File: src/rtl/fpsx_pkg.sv
package fpsx_pkg;
  localparam int EXP_W   = 11;
  localparam int FRAC_W  = 52;
  localparam int CVT_W   = 32;
  localparam int N_CAUSE = 6;

  localparam logic [2:0] OP_ADD = 3'd0;
  localparam logic [2:0] OP_SUB = 3'd1;
  localparam logic [2:0] OP_MUL = 3'd2;
  localparam logic [2:0] OP_DIV = 3'd3;
  localparam logic [2:0] OP_CVT = 3'd4;

  localparam int C_SNAN = 0;
  localparam int C_ISI  = 1;
  localparam int C_IDI  = 2;
  localparam int C_ZDZ  = 3;
  localparam int C_IMZ  = 4;
  localparam int C_CVI  = 5;

  typedef struct packed {
    logic sign;
    logic zero;
    logic inf;
    logic qnan;
    logic snan;
  } fcls_t;

  typedef struct packed {
    logic [N_CAUSE-1:0] cause;
    logic               zdiv;
  } flags_t;
endpackage

File: src/rtl/fpsx_classify.sv
module fpsx_classify
  import fpsx_pkg::*;
#(
  parameter int EXP_W_P  = EXP_W,
  parameter int FRAC_W_P = FRAC_W,
  localparam int W = 1 + EXP_W_P + FRAC_W_P
) (
  input  logic [W-1:0] val_i,
  output fcls_t        cls_o
);
  logic [EXP_W_P-1:0]  exp_f;
  logic [FRAC_W_P-1:0] frac_f;
  logic exp_max, exp_min, frac_nz;

  assign exp_f   = val_i[W-2 -: EXP_W_P];
  assign frac_f  = val_i[FRAC_W_P-1:0];
  assign exp_max = &exp_f;
  assign exp_min = ~|exp_f;
  assign frac_nz = |frac_f;

  always_comb begin
    cls_o      = '0;
    cls_o.sign = val_i[W-1];
    cls_o.zero = exp_min & ~frac_nz;
    cls_o.inf  = exp_max & ~frac_nz;
    cls_o.qnan = exp_max & frac_nz &  frac_f[FRAC_W_P-1];
    cls_o.snan = exp_max & frac_nz & ~frac_f[FRAC_W_P-1];
  end

  always_comb begin
    assert ($countones({cls_o.zero, cls_o.inf, cls_o.qnan, cls_o.snan}) <= 1)
      else $error("p_class_excl_r1");
  end
endmodule

File: src/rtl/fpsx_decode.sv
module fpsx_decode
  import fpsx_pkg::*;
(
  input  logic [2:0] op_i,
  input  fcls_t      cls_a_i,
  input  fcls_t      cls_b_i,
  output flags_t     flags_o
);
  logic any_snan;
  logic unused_b_qnan;

  assign any_snan      = cls_a_i.snan | cls_b_i.snan;
  assign unused_b_qnan = cls_b_i.qnan;

  always_comb begin
    flags_o = '0;
    case (op_i)
      OP_ADD, OP_SUB, OP_MUL, OP_DIV: begin
        if (any_snan) begin
          flags_o.cause[C_SNAN] = 1'b1;
        end else begin
          case (op_i)
            OP_ADD:
              flags_o.cause[C_ISI] = cls_a_i.inf & cls_b_i.inf & (cls_a_i.sign ^ cls_b_i.sign);
            OP_SUB:
              flags_o.cause[C_ISI] = cls_a_i.inf & cls_b_i.inf & ~(cls_a_i.sign ^ cls_b_i.sign);
            OP_MUL:
              flags_o.cause[C_IMZ] = (cls_a_i.inf & cls_b_i.zero) | (cls_a_i.zero & cls_b_i.inf);
            default: begin
              if (cls_a_i.inf && cls_b_i.inf) flags_o.cause[C_IDI] = 1'b1;
              else if (cls_b_i.zero) begin
                if (cls_a_i.zero) flags_o.cause[C_ZDZ] = 1'b1;
                else              flags_o.zdiv = 1'b1;
              end
            end
          endcase
        end
      end
      OP_CVT: begin
        flags_o.cause[C_SNAN] = cls_a_i.snan;
        flags_o.cause[C_CVI]  = cls_a_i.snan | cls_a_i.qnan | cls_a_i.inf;
      end
      default: flags_o = '0;
    endcase
  end

  always_comb begin
    assert (!(flags_o.zdiv && (op_i != OP_DIV))) else $error("p_zdiv_div_only_r6");
  end
endmodule

File: src/rtl/fpsx_subst.sv
module fpsx_subst
  import fpsx_pkg::*;
#(
  parameter int EXP_W_P  = EXP_W,
  parameter int FRAC_W_P = FRAC_W,
  parameter int CVT_W_P  = CVT_W,
  localparam int W    = 1 + EXP_W_P + FRAC_W_P,
  localparam int HI_W = W - CVT_W_P
) (
  input  logic [2:0]         op_i,
  input  flags_t             flags_i,
  input  logic               sign_a_i,
  input  logic               sign_b_i,
  input  logic [CVT_W_P-1:0] cvt_lo_i,
  input  logic               inv_en_i,
  input  logic               zdiv_en_i,
  output logic               pass_o,
  output logic               subst_o,
  output logic               vx_o,
  output logic [W-1:0]       result_o
);
  // high half of a converted word: negative quiet-NaN prefix
  localparam logic [W-1:0] NEG_QNAN = {1'b1, {EXP_W_P{1'b1}}, 1'b1, {(FRAC_W_P-1){1'b0}}};
  localparam logic [HI_W-1:0] CVT_FILL = NEG_QNAN[W-1 -: HI_W];

  assign vx_o   = |flags_i.cause;
  assign pass_o = ~vx_o & ~flags_i.zdiv;

  always_comb begin
    subst_o  = 1'b0;
    result_o = '0;
    if (vx_o) begin
      subst_o  = ~inv_en_i;
      result_o = inv_en_i ? '0 : '1;
    end else if (flags_i.zdiv) begin
      subst_o  = ~zdiv_en_i;
      result_o = zdiv_en_i ? '0 : {sign_a_i ^ sign_b_i, {EXP_W_P{1'b1}}, {FRAC_W_P{1'b0}}};
    end else if (op_i == OP_CVT) begin
      subst_o  = 1'b1;
      result_o = {CVT_FILL, cvt_lo_i};
    end
  end
endmodule

File: src/rtl/fp_special_det.sv
module fp_special_det
  import fpsx_pkg::*;
#(
  parameter int EXP_W_P  = EXP_W,
  parameter int FRAC_W_P = FRAC_W,
  parameter int CVT_W_P  = CVT_W,
  localparam int W = 1 + EXP_W_P + FRAC_W_P
) (
  input  logic                 clk_i,
  input  logic                 rst_ni,
  input  logic                 valid_i,
  input  logic [2:0]           op_i,
  input  logic [W-1:0]         a_i,
  input  logic [W-1:0]         b_i,
  input  logic [CVT_W_P-1:0]   cvt_lo_i,
  input  logic                 inv_en_i,
  input  logic                 zdiv_en_i,
  output logic                 vld_o,
  output logic                 pass_o,
  output logic                 subst_o,
  output logic                 vx_o,
  output logic                 zx_o,
  output logic [N_CAUSE-1:0]   cause_o,
  output logic [W-1:0]         result_o
);
  fcls_t cls [2];
  logic [W-1:0] opnd [2];
  flags_t flags;
  logic pass_d, subst_d, vx_d;
  logic [W-1:0] result_d;

  assign opnd[0] = a_i;
  assign opnd[1] = b_i;

  for (genvar g = 0; g < 2; g++) begin : g_cls
    fpsx_classify #(.EXP_W_P(EXP_W_P), .FRAC_W_P(FRAC_W_P)) u_cls (
      .val_i (opnd[g]),
      .cls_o (cls[g])
    );
  end

  fpsx_decode u_dec (
    .op_i    (op_i),
    .cls_a_i (cls[0]),
    .cls_b_i (cls[1]),
    .flags_o (flags)
  );

  fpsx_subst #(.EXP_W_P(EXP_W_P), .FRAC_W_P(FRAC_W_P), .CVT_W_P(CVT_W_P)) u_sub (
    .op_i      (op_i),
    .flags_i   (flags),
    .sign_a_i  (cls[0].sign),
    .sign_b_i  (cls[1].sign),
    .cvt_lo_i  (cvt_lo_i),
    .inv_en_i  (inv_en_i),
    .zdiv_en_i (zdiv_en_i),
    .pass_o    (pass_d),
    .subst_o   (subst_d),
    .vx_o      (vx_d),
    .result_o  (result_d)
  );

  always_ff @(posedge clk_i or negedge rst_ni) begin
    if (!rst_ni) begin
      vld_o    <= 1'b0;
      pass_o   <= 1'b0;
      subst_o  <= 1'b0;
      vx_o     <= 1'b0;
      zx_o     <= 1'b0;
      cause_o  <= '0;
      result_o <= '0;
    end else begin
      vld_o    <= valid_i;
      pass_o   <= valid_i & pass_d;
      subst_o  <= valid_i & subst_d;
      vx_o     <= valid_i & vx_d;
      zx_o     <= valid_i & flags.zdiv;
      cause_o  <= valid_i ? flags.cause : '0;
      result_o <= valid_i ? result_d : '0;
    end
  end

  p_latency_r12: assert property (@(posedge clk_i) disable iff (!rst_ni)
    valid_i |=> vld_o);
  p_idle_r12: assert property (@(posedge clk_i) disable iff (!rst_ni)
    !vld_o |-> !pass_o && !subst_o && !vx_o && !zx_o && result_o == '0);
  p_arith_onehot_r3: assert property (@(posedge clk_i) disable iff (!rst_ni)
    $onehot0(cause_o[C_IMZ:C_ISI]));
  p_pass_clean_r11: assert property (@(posedge clk_i) disable iff (!rst_ni)
    pass_o |-> !vx_o && !zx_o && cause_o == '0);
  p_zx_excl_r6: assert property (@(posedge clk_i) disable iff (!rst_ni)
    zx_o |-> !vx_o && vld_o);
  p_nan_subst_r8: assert property (@(posedge clk_i) disable iff (!rst_ni)
    (subst_o && vx_o) |-> result_o == '1);
  p_inf_subst_r7: assert property (@(posedge clk_i) disable iff (!rst_ni)
    (subst_o && zx_o) |-> (&result_o[W-2 -: EXP_W_P]) && result_o[FRAC_W_P-1:0] == '0);
  p_nosubst_zero_r11: assert property (@(posedge clk_i) disable iff (!rst_ni)
    !subst_o |-> result_o == '0);
endmodule

File: config.mk
export PLATFORM = sky130hd
export DESIGN_NAME = fp_special_det
export DESIGN_NICKNAME = d
export VERILOG_FILES = /design/src/rtl/fpsx_pkg.sv /design/src/rtl/fpsx_classify.sv /design/src/rtl/fpsx_decode.sv /design/src/rtl/fpsx_subst.sv /design/src/rtl/fp_special_det.sv
export SDC_FILE = /design/constraint.sdc
export NUM_CORES = 1
export LEC_CHECK = 0
export BUFFER_PORTS_ARGS = -buffer_cell sky130_fd_sc_hd__buf_2
export CAP_MARGIN = 10
export CORE_MARGIN = 2
export CORE_UTILIZATION = 43
export CTS_CLUSTER_DIAMETER = 120
export CTS_CLUSTER_SIZE = 20
export DETAILED_ROUTE_END_ITERATION = 10
export HOLD_SLACK_MARGIN = 0.08
export MAX_ROUTING_LAYER = met4
export PLACE_DENSITY = 0.82
export SLEW_MARGIN = 10
export SYNTH_ARGS = -nofsm -noshare
export SYNTH_HDL_FRONTEND = slang
export SYNTH_HIERARCHICAL = 1
export SYNTH_SLANG_ARGS = --single-unit
File: constraint.sdc
create_clock -name clk_i -period 0.8 [get_ports clk_i]
set_clock_uncertainty 0.05 [all_clocks]
set_input_delay 0.08 -clock clk_i [delete_from_list [all_inputs] [get_ports clk_i]]
set_output_delay 0.08 -clock clk_i [all_outputs]
set_load 0.1 [all_outputs]
==> flow_summary.toml <==
[outcome]
status = "complete, but fails checks"
failed_checks = "negative hold slack, negative setup slack"

[min_path]
hold-path-cell-count = 3
min_to = "result_o[4]"
hp-start = "cvt_lo_i[4]"
hp-class = "input pin to flip-flop"

[cts]
cts.sinks = 75
cts-buffers-inserted = 9
cts.clk_slew.worst_paths_ns = 0.08
cts_tree = "built"
clock_path_buffers = 2
cts.htree.levels = 3
cts-hold-fix-buffers = 2
ctsRootBufferMaster = "clkbuf_8"

[detailed_routing]
viasPerCell = 5.38
num_vias = 3821
routed_wl_um = 15600
detail_route.wl_per_cell_um = 22.0
drc_errors = 0
drtPass1Iterations = 4
ant_nets = 0
drt_iter0_markers = 165

[sta]
setup_violations = 149
max_freq_mhz = 350
period_needed_ns = 2.86
slew_headroom = 0.677
hold_viol = 2
hold_ws_ns = -0.00461
post-route-period-util = 3.57
slew_violations = 0
finalWorstSetupSlack_ns = -2.06
worst_slew_pin_slew_ns = 0.481
grt_setup_unrepaired = "yes"

[global_routing]
grt_pass1_vias = 4032
grt_start_max_net_pins = 43
overflow = 0
track_usage = 0.323
grt_pass1_wl_um = 20900
antenna_found_initial = 2

[final_layout]
syn_to_final_growth_pct = 101
fin_cells = 710
fillers = 343
drive_above_1_share = 0.733
nNetsFinal = 765

[pwr]
power_mw = 8.92
ir_worst_vdd_v = 0.000895
p_per_area_nw_per_um2 = 1230
leakage_nw = 3.62

[floorplan]
start_util = 0.442
die_y_um = 95.7
die_area_sq_um = 9160
num_rows = 33
ios = 243
die_width_um = 95.7
coreArea_sq_um = 8180

[worst_setup_path]
crit_top_cell = "nor4_4"
crit_chain = "buf_2 > nor4_4 > nand3_1 > nor4_4 > nor3b_2 > or4b_4 > nor3_1 > buf_4 > nor4_4 > a21oi_4 > buf_6 > clkbuf_16 > a21o_1 > and2_1"
worstPathRequired_ns = 1.02
critical_path_class = "input pin to flip-flop"
crit_path_max_fanout = 8
slowest_delay_ns = 0.61
path_delay_family = "simple AND/OR/NAND/NOR gates"
cp-start-kind = "input pin"
worst-path-buf-inv = 4
cp.arrival_ns = 3.08
crit_path_end_kind = "flip-flop"
cpMaxStageDelayCell = "or4b_4"

[yosys]
syn_area_per_cell_sq_um = 11.4
synth_nets = 486
synth_area_sq_um = 3620
synth_warnings = 6
syn_inst = 318

[placed_design]
portBuffers = 242
dp_hpwl_um = 9540
placed_cells = 656
gp_congestion = 0.820

[flow_run]
cap_viol_max_count = 0
worst max-delay path by stage:
stage / start / cells past startpoint / slack, ns / end
global placement: b_i[31] / 11 / -2.38 / result_o[13]
global route: a_i[21] / 14 / -2.10 / result_o[28]
CTS: a_i[45] / 15 / -1.85 / result_o[11]
detailed placement: a_i[45] / 13 / -2.51 / result_o[0]
finish: a_i[31] / 14 / -2.06 / result_o[8]
floorplan: b_i[31] / 11 / -1.93 / result_o[61]
power by group:
group,leakage [nW],internal (mW),switching (mW)
clock,0.109,1.84,1.48
sequential,0.959,3.84,0.0437
combinational,2.55,0.773,0.945
total,3.62,6.46,2.46
sequential cells by signal, indices dropped and copies added (netlist names):
| name | cells |
|---|---|
| result_o | 64 |
| cause_o | 6 |
| pass_o | 1 |
| subst_o | 1 |
| vld_o | 1 |
| vx_o | 1 |
| zx_o | 1 |
layout by cell type (no fill, tap or decap), types with 3 or more instances in the layout:
cell / instances
buf_2: 161
buf_12: 81
and2_1: 57
dfrtp_2: 48
buf_4: 40
a21o_1: 30
dfrtp_1: 27
and2_4: 19
buf_6: 19
nor4_4: 16
nor4_1: 13
clkbuf_8: 10
nand4_1: 8
nor4_2: 8
nor3_1: 5
buf_16: 4
nand3_1: 4
nand2_1: 4
diode_2: 3
clkbuf_16: 3
a21oi_4: 3
worst min-delay path: stages:
cell    delay [ns]
buf_2         0.07
a21o_1        0.09
and2_1        0.11
routing by layer:
metal,global-route usage,wire (um),vias to the layer above
li1,-,-,1649
met1,0.305,5000,1831
met2,0.600,8570,277
met3,0.0548,1190,64
met4,0.205,854,0
met5,-,0,-
through the flow:
stage | setup slack, ns | utilization | cell area (sq um) | TNS (ns) | hold slack (ns)
global placement | -2.38 | 0.762 | 6230 | -166.55 | -0.0909
global route | -2.10 | 0.889 | 7260 | -166.49 | 0.00514
floorplan | -1.93 | - | 3800 | -138.17 | -0.266
detailed placement | -2.51 | 0.762 | 6230 | -173.33 | -0.0951
CTS | -1.85 | 0.860 | 7030 | -148.46 | -0.0177
finish | -2.06 | 0.889 | 7270 | -160.21 | -0.00461
repair_timing:
item                       4_1_cts  5_1_grt
setup buffers                   20       10
gates resized for setup         63       22
pin swaps                       14       19
cloned                           4        4
hold endpoints to repair       108       27
setup endpoints to repair      149      149
layout make-up:
| cell class | instances | area (sq um) | share of cell area |
|---|---|---|---|
| inverters | 2 | 7.51 | 0.00103 |
| flip-flops and latches | 75 | 1940 | 0.267 |
| well taps | 105 | 131 | 0.0181 |
| repair buffers | 312 | 3180 | 0.437 |
| clock inverters | 6 | 88.8 | 0.0122 |
| diodes | 3 | 7.51 | 0.00103 |
| clock buffers | 10 | 138 | 0.0189 |
| multi-input cells | 197 | 1780 | 0.245 |
Note: power is estimated with default switching activity, not from simulation.
